==> config.mk <==
export PLATFORM = sky130hd
export DESIGN_NAME = txpend_ctrl
export DESIGN_NICKNAME = d
export VERILOG_FILES = /design/src/rtl/txpend_pkg.sv /design/src/rtl/txpend_fifo.sv /design/src/rtl/txpend_batch_ctr.sv /design/src/rtl/txpend_ctrl.sv
export SDC_FILE = /design/constraint.sdc
export NUM_CORES = 1
export LEC_CHECK = 0
export BUFFER_PORTS_ARGS = -buffer_cell sky130_fd_sc_hd__buf_4
export CAP_MARGIN = 0
export CORE_ASPECT_RATIO = 1.2
export CORE_UTILIZATION = 40
export CTS_CLUSTER_SIZE = 25
export DETAILED_ROUTE_END_ITERATION = 6
export PLACE_DENSITY = 0.65
export REMOVE_ABC_BUFFERS = 1
export SYNTH_ARGS = -nofsm -noshare
export SYNTH_HDL_FRONTEND = slang
export SYNTH_SLANG_ARGS = --single-unit
==> constraint.sdc <==
create_clock -name clk -period 15.2 [get_ports clk]
set_input_delay 2.28 -clock clk [delete_from_list [all_inputs] [get_ports clk]]
set_output_delay 2.28 -clock clk [all_outputs]
set_load 0.005 [all_outputs]
==> src/rtl/txpend_pkg.sv <==
package txpend_pkg;

    typedef enum logic [1:0] {
        ST_PRIME   = 2'd0,
        ST_SETTLED = 2'd1,
        ST_OWED    = 2'd2
    } txp_state_e;

    // floor(depth / batch) - 1, computed with a running sum instead of a divider
    function automatic int unsigned hold_cap(input int unsigned depth,
                                             input int unsigned batch);
        int unsigned fits;
        int unsigned acc;
        fits = 0;
        acc  = batch;
        for (int unsigned i = 1; i <= 64; i++) begin
            if (i <= depth && acc <= depth) fits = i;
            acc = acc + batch;
        end
        return (fits == 0) ? 0 : fits - 1;
    endfunction

endpackage

==> src/rtl/txpend_fifo.sv <==
module txpend_fifo #(
    parameter int DW = 8,
    parameter int AW = 4
) (
    input  logic          clk,
    input  logic          rst,
    input  logic          push,
    input  logic [DW-1:0] din,
    input  logic          pop,
    output logic [DW-1:0] dout,
    output logic          full,
    output logic          empty
);
    localparam int DEPTH = 1 << AW;

    logic [DW-1:0] mem [DEPTH];
    logic [AW-1:0] rd_ptr, wr_ptr;
    logic [AW:0]   count;
    logic          do_push, do_pop;

    assign full    = (count == (AW+1)'(DEPTH));
    assign empty   = (count == '0);
    assign do_push = push && !full;
    assign do_pop  = pop && !empty;
    assign dout    = mem[rd_ptr];

    always_ff @(posedge clk) begin
        if (do_push) mem[wr_ptr] <= din;
    end

    always_ff @(posedge clk) begin
        if (rst) begin
            rd_ptr <= '0;
            wr_ptr <= '0;
            count  <= '0;
        end else begin
            if (do_push) wr_ptr <= wr_ptr + 1'b1;
            if (do_pop)  rd_ptr <= rd_ptr + 1'b1;
            unique case ({do_push, do_pop})
                2'b10:   count <= count + 1'b1;
                2'b01:   count <= count - 1'b1;
                default: count <= count;
            endcase
        end
    end

    // a refused write leaves a full FIFO full
    a_r3_full_holds: assert property (@(posedge clk) disable iff (rst)
        (full && !pop) |=> full);
    // no byte appears from nowhere
    a_r2_empty_holds: assert property (@(posedge clk) disable iff (rst)
        (empty && !push) |=> empty);

endmodule

==> src/rtl/txpend_batch_ctr.sv <==
module txpend_batch_ctr #(
    parameter int CW = 4
) (
    input  logic          clk,
    input  logic          rst,
    input  logic          clr,
    input  logic          inc,
    input  logic [CW-1:0] last_idx,
    output logic          tick
);
    logic [CW-1:0] cnt;

    assign tick = inc && !clr && (cnt == last_idx);

    always_ff @(posedge clk) begin
        if (rst || clr)  cnt <= '0;
        else if (tick)   cnt <= '0;
        else if (inc)    cnt <= cnt + 1'b1;
    end

    // every completed batch restarts the count for the next one
    a_r8_tick_restarts: assert property (@(posedge clk) disable iff (rst)
        tick |=> (cnt == '0));

endmodule

==> src/rtl/txpend_ctrl.sv <==
module txpend_ctrl #(
    parameter int DW     = 8,
    parameter int TRIG_W = 4
) (
    input  logic              clk,
    input  logic              rst,
    input  logic              wr_valid,
    input  logic [DW-1:0]     wr_data,
    input  logic              pend_mode,
    input  logic [TRIG_W-1:0] trig_sel,
    input  logic              ld_ready,
    output logic              ld_valid,
    output logic [DW-1:0]     ld_data,
    output logic              fifo_full,
    output logic              fifo_empty,
    output logic              irq,
    output logic              ovf_err,
    output logic              batch_err
);
    import txpend_pkg::*;

    localparam int DEPTH = 1 << TRIG_W;

    txp_state_e        state, state_n;
    logic [TRIG_W-1:0] pend_cnt, pend_n, hold_max;
    logic              push_ok, pop_ok, xfer_tick, wr_done;
    logic              fire, berr_set;

    assign push_ok  = wr_valid && !fifo_full;
    assign pop_ok   = ld_ready && !fifo_empty;
    assign ld_valid = !fifo_empty;
    assign hold_max = TRIG_W'(hold_cap(DEPTH, int'(trig_sel) + 1));

    txpend_fifo #(.DW(DW), .AW(TRIG_W)) u_fifo (
        .clk(clk), .rst(rst),
        .push(wr_valid), .din(wr_data),
        .pop(ld_ready), .dout(ld_data),
        .full(fifo_full), .empty(fifo_empty)
    );

    txpend_batch_ctr #(.CW(TRIG_W)) u_xfer_ctr (
        .clk(clk), .rst(rst), .clr(1'b0),
        .inc(pop_ok), .last_idx(trig_sel), .tick(xfer_tick)
    );

    txpend_batch_ctr #(.CW(TRIG_W)) u_wr_ctr (
        .clk(clk), .rst(rst),
        .clr(!pend_mode || (state != ST_OWED)),
        .inc(push_ok), .last_idx(trig_sel), .tick(wr_done)
    );

    // state register
    always_ff @(posedge clk) begin
        if (rst) begin
            state    <= ST_PRIME;
            pend_cnt <= '0;
        end else begin
            state    <= state_n;
            pend_cnt <= pend_n;
        end
    end

    // next state and decisions
    always_comb begin
        state_n  = state;
        pend_n   = pend_cnt;
        fire     = 1'b0;
        berr_set = 1'b0;
        if (!pend_mode) begin
            state_n = ST_PRIME;
            pend_n  = '0;
            fire    = xfer_tick;
        end else begin
            unique case (state)
                ST_PRIME, ST_SETTLED: begin
                    if (state == ST_SETTLED && push_ok) berr_set = 1'b1;
                    if (xfer_tick) begin
                        fire    = 1'b1;
                        state_n = ST_OWED;
                    end
                end
                ST_OWED: begin
                    if (wr_done) begin
                        if (pend_cnt != '0 || xfer_tick) begin
                            fire   = 1'b1;
                            pend_n = xfer_tick ? pend_cnt : pend_cnt - 1'b1;
                        end else begin
                            state_n = ST_SETTLED;
                        end
                    end else if (xfer_tick && (pend_cnt < hold_max)) begin
                        pend_n = pend_cnt + 1'b1;
                    end
                end
                default: state_n = ST_PRIME;
            endcase
        end
    end

    // registered outputs
    always_ff @(posedge clk) begin
        if (rst) begin
            irq       <= 1'b0;
            ovf_err   <= 1'b0;
            batch_err <= 1'b0;
        end else begin
            irq <= fire;
            if (wr_valid && fifo_full) ovf_err   <= 1'b1;
            if (berr_set)              batch_err <= 1'b1;
        end
    end

    // refused write is flagged and the flag sticks
    a_r3_ovf_flag: assert property (@(posedge clk) disable iff (rst)
        (wr_valid && fifo_full) |=> ovf_err);
    a_r3_ovf_sticky: assert property (@(posedge clk) disable iff (rst)
        ovf_err |=> ovf_err);
    // hold count never passes the ceiling
    a_r7_hold_ceiling: assert property (@(posedge clk) disable iff (rst)
        pend_cnt <= hold_max);
    // plain mode keeps nothing held
    a_r4_plain_no_hold: assert property (@(posedge clk) disable iff (rst)
        !pend_mode |=> (pend_cnt == '0));
    // each pulse follows a completed transfer batch or a completed refill
    a_r6_irq_cause: assert property (@(posedge clk) disable iff (rst)
        irq |-> $past(xfer_tick || wr_done));
    // surplus-write flag sticks
    a_r9_berr_sticky: assert property (@(posedge clk) disable iff (rst)
        batch_err |=> batch_err);

endmodule

==> metrics.txt <==
number of buffers on the longest clock path=2; Req. time, crit path=15.49 ns; fin crit share=0.867; worst-margin pin slew=0.866 ns; WP depth=45; largest net degree at the start of global routing=33; critical hold path startpoint=ovf_err$_SDFFE_PP0P_; synthesis-stage register bit count=about 160; top cells by area, synth=edfxtp_1 (36%), mux4_2 (8.4%), ha_1 (7.8%), dfxtp_1 (6.3%), xnor2_1 (4.5%); Yosys cell types=96; nets@finish=1060; Via Count=7311; max_cap viols=0; Register Area=4530 µm²; met2 Use GR=0.326; Critical Path Sink=pend_cnt[3]$_SDFFE_PP0P_; f_max=0.0759 GHz; slowest CP cell=xor2_1; first-pass GRT wire length=38.3 mm; Yosys warnings=0; hold path depth=2; relative slew slack=0.421; most used cell, CP=ha_1; clk_lat worst skew=0.42 ns; core area=about 26000 µm²; post-route ant nets=0; setup_tns=0 ns; Num CTS Buffers=17; GRT busiest layer=met2; Initial Util=0.408; Multi-input gate area=5930 µm²; critical path launch point type=primary input; Data arrival, critical path=13.46 ns; register area share after synthesis=0.421; postcts setup bufs=0; Top FF cell, synth=edfxtp_1; Worst Clk Skew=between 0.009 and 0.01 ns; CTS Hold Bufs=0; first-pass detailed-route iteration total=5; mean post-synth cell area=11.4 µm²; async set-reset flop share out of synthesis=0; DRC=0; Worst Setup Slack, final=2.03 ns; layout cells sized above 1=0.151; crit path from=trig_sel[0]; CTS root buffer=clkbuf_16; Placement Rows=65; area leader, netlist=edfxtp_1; unrepaired setup endpoints after global routing=false; dpl ws=1.61 ns; final instance area=roughly 12000 µm²; Die Y=~180 µm; r2r startpoint=u_fifo.count[0]$_SDFFE_PP0P_; Setup Crit Path Kind=in2reg; Die ar.=27500 µm²; diode count=0; R2R Setup Slk=approximately 12 ns; die width=about 150 µm; Final Slew Violations=0; crit-path leading delay family=XOR/XNOR gates; Tot GR Track Use=0.179; Routed wire per std cell=17.7 µm; Remaining Overflow, GRT=0; DP Wirelength=17.9 mm; final hold viol count=0; FF-to-FF path depth=11; Hold Path Class=reg2reg; vias in the first global route=7430; H-tree Lvls=4; I/O pin cnt=31; post-synthesis cell count=945; GR Layer Usage met1=0.207; Setup Viol. Count Final=0; synthesized area=10800 µm²; top cell type's share of synthesized area=0.357; drt total wl=23.4 mm; number of synthesized flops with an enable pin=128; initial antenna violation count=0; GPL Wtd Cong=~0.93; CP Capture Type=flop; # resized after CTS=0; status=finished clean; Clk pin slew, worst setup/hold paths=0.06 ns; CTS Sinks=162; RR Endpoint=pend_cnt[3]$_SDFFE_PP0P_; Placed Area=between 10000 and 15000 µm²; DP Cell Count=1289; CTS tree=built; crit path buf inv count=1; largest fanout on the critical path=17; IO Port Bufs=30; # fillers=2455; drt initial violations=approximately 400; fin cells=1321; area grow syn2layout=10.0%; crit-path max cell delay=0.59 ns; met3 GRT Util=0.0269; final critical-path required period=13.17 ns; vias per cell=5.53
[flip-flops by register name (all words and copies together), names as in the netlist, named ones only]
signal,flops
batch_err,1
pend_cnt,4
u_fifo.mem,128
irq,1
u_xfer_ctr.cnt,4
u_wr_ctr.cnt,4
u_fifo.wr_ptr,4
u_fifo.count,5
u_fifo.rd_ptr,4
ovf_err,1
state,2
[cells in the mapped netlist, types with 7 or more instances]
| cell type | number |
|---|---|
| nand2_1 | 53 |
| o211ai_1 | 8 |
| nor2_1 | 81 |
| edfxtp_1 | 128 |
| buf_1 | 8 |
| buf_2 | 7 |
| a21o_1 | 22 |
| mux2i_1 | 9 |
| inv_1 | 46 |
| xnor2_1 | 55 |
| dfxtp_1 | 34 |
| nor3_1 | 16 |
| nand4_1 | 15 |
| nor4_1 | 7 |
| mux4_2 | 40 |
| a21oi_1 | 59 |
| ha_1 | 67 |
| clkbuf_1 | 10 |
| nor2b_1 | 10 |
| nand3_1 | 22 |
| xor2_1 | 32 |
| nand2b_1 | 17 |
| and2_1 | 11 |
| or2_2 | 7 |
| o21ai_0 | 32 |
[layout make-up]
type | count | share of cell area
Multi-Input combinational cell | 708 | 0.501
Clock buffer | 21 | 0.0372
Sequential cell | 162 | 0.383
Inverter | 48 | 0.0154
Tap cell | 335 | 0.0354
Clock inverter | 11 | 0.00561
Timing Repair Buffer | 36 | 0.0228
[metrics by stage]
stage	utilization	hold slack (ns)
5_1_grt	0.449	0.515
2_1_floorplan	-	0.460
3_3_place_gp	0.430	0.456
6_report	0.449	0.484
3_5_place_dp	0.430	0.466
4_1_cts	0.449	0.481
[worst min path at each step]
stage                                              end  slack, ns
after floorplan           u_fifo.count[4]$_SDFFE_PP0P_       0.46
after global placement            ovf_err$_SDFFE_PP0P_       0.46
after detailed placement          ovf_err$_SDFFE_PP0P_       0.47
after CTS                         ovf_err$_SDFFE_PP0P_       0.48
after global routing              ovf_err$_SDFFE_PP0P_       0.51
final                             ovf_err$_SDFFE_PP0P_       0.48
[cells by family (layout without fill, tap and decap cells)]
family                     count (synthesis)  count (layout)  synth area share
AOI/OAI and AO/OA                        206             206             0.134
xor gates and xnor gates                 105             105             0.107
adders and majority gates                 72              72            0.0854
buffers and inverters                     75             116            0.0286
DFF                                      162             162             0.421
muxes                                     54              54            0.0987
other                                      2               2          0.000698
and+or+nand+nor                          269             269             0.125
[per-layer routing]
metal	vias up	share of wire
li1	3602	-
met4	0	0.027
met3	40	0.030
met2	131	0.53
met5	-	0
met1	3538	0.41
[cells in the final DEF, fill, tap and decap left out, types with 5 or more instances in the layout]
cell type | netlist | final
nor2_1 | 81 | 81
dfxtp_1 | 34 | 33
xnor2_1 | 55 | 55
nor3_1 | 16 | 15
a31oi_1 | 5 | 5
or2_2 | 7 | 7
and2_1 | 11 | 11
a21oi_1 | 59 | 59
mux2i_1 | 9 | 9
a211oi_1 | 6 | 6
xor2_1 | 32 | 32
nand4_1 | 15 | 15
inv_1 | 46 | 46
and3_1 | 5 | 5
edfxtp_1 | 128 | 128
buf_4 | 0 | 36
nand2b_1 | 17 | 17
o211a_1 | 5 | 5
nand2_1 | 53 | 53
mux4_2 | 40 | 40
clkinv_2 | 0 | 6
nand3_1 | 22 | 22
nor4_1 | 7 | 7
a21o_1 | 22 | 22
o21ai_0 | 32 | 32
clkbuf_16 | 0 | 17
nor3b_1 | 6 | 6
ha_1 | 67 | 67
o211ai_1 | 8 | 8
nor2b_1 | 10 | 10
[worst reg2reg max path: cells and delay by family, from the launching register on]
kind                       cells  cell delay (ns)
AOI/OAI and AO/OA              3             0.50
buffers and inverters          1             0.16
and+or+nand+nor                5             1.65
adders and majority gates      1             0.30
DFF                            1             0.35
xor gates and xnor gates       1             0.12
Power is not shown: default switching activity piles up to over one toggle a cycle in this logic, so the estimate is an artifact.
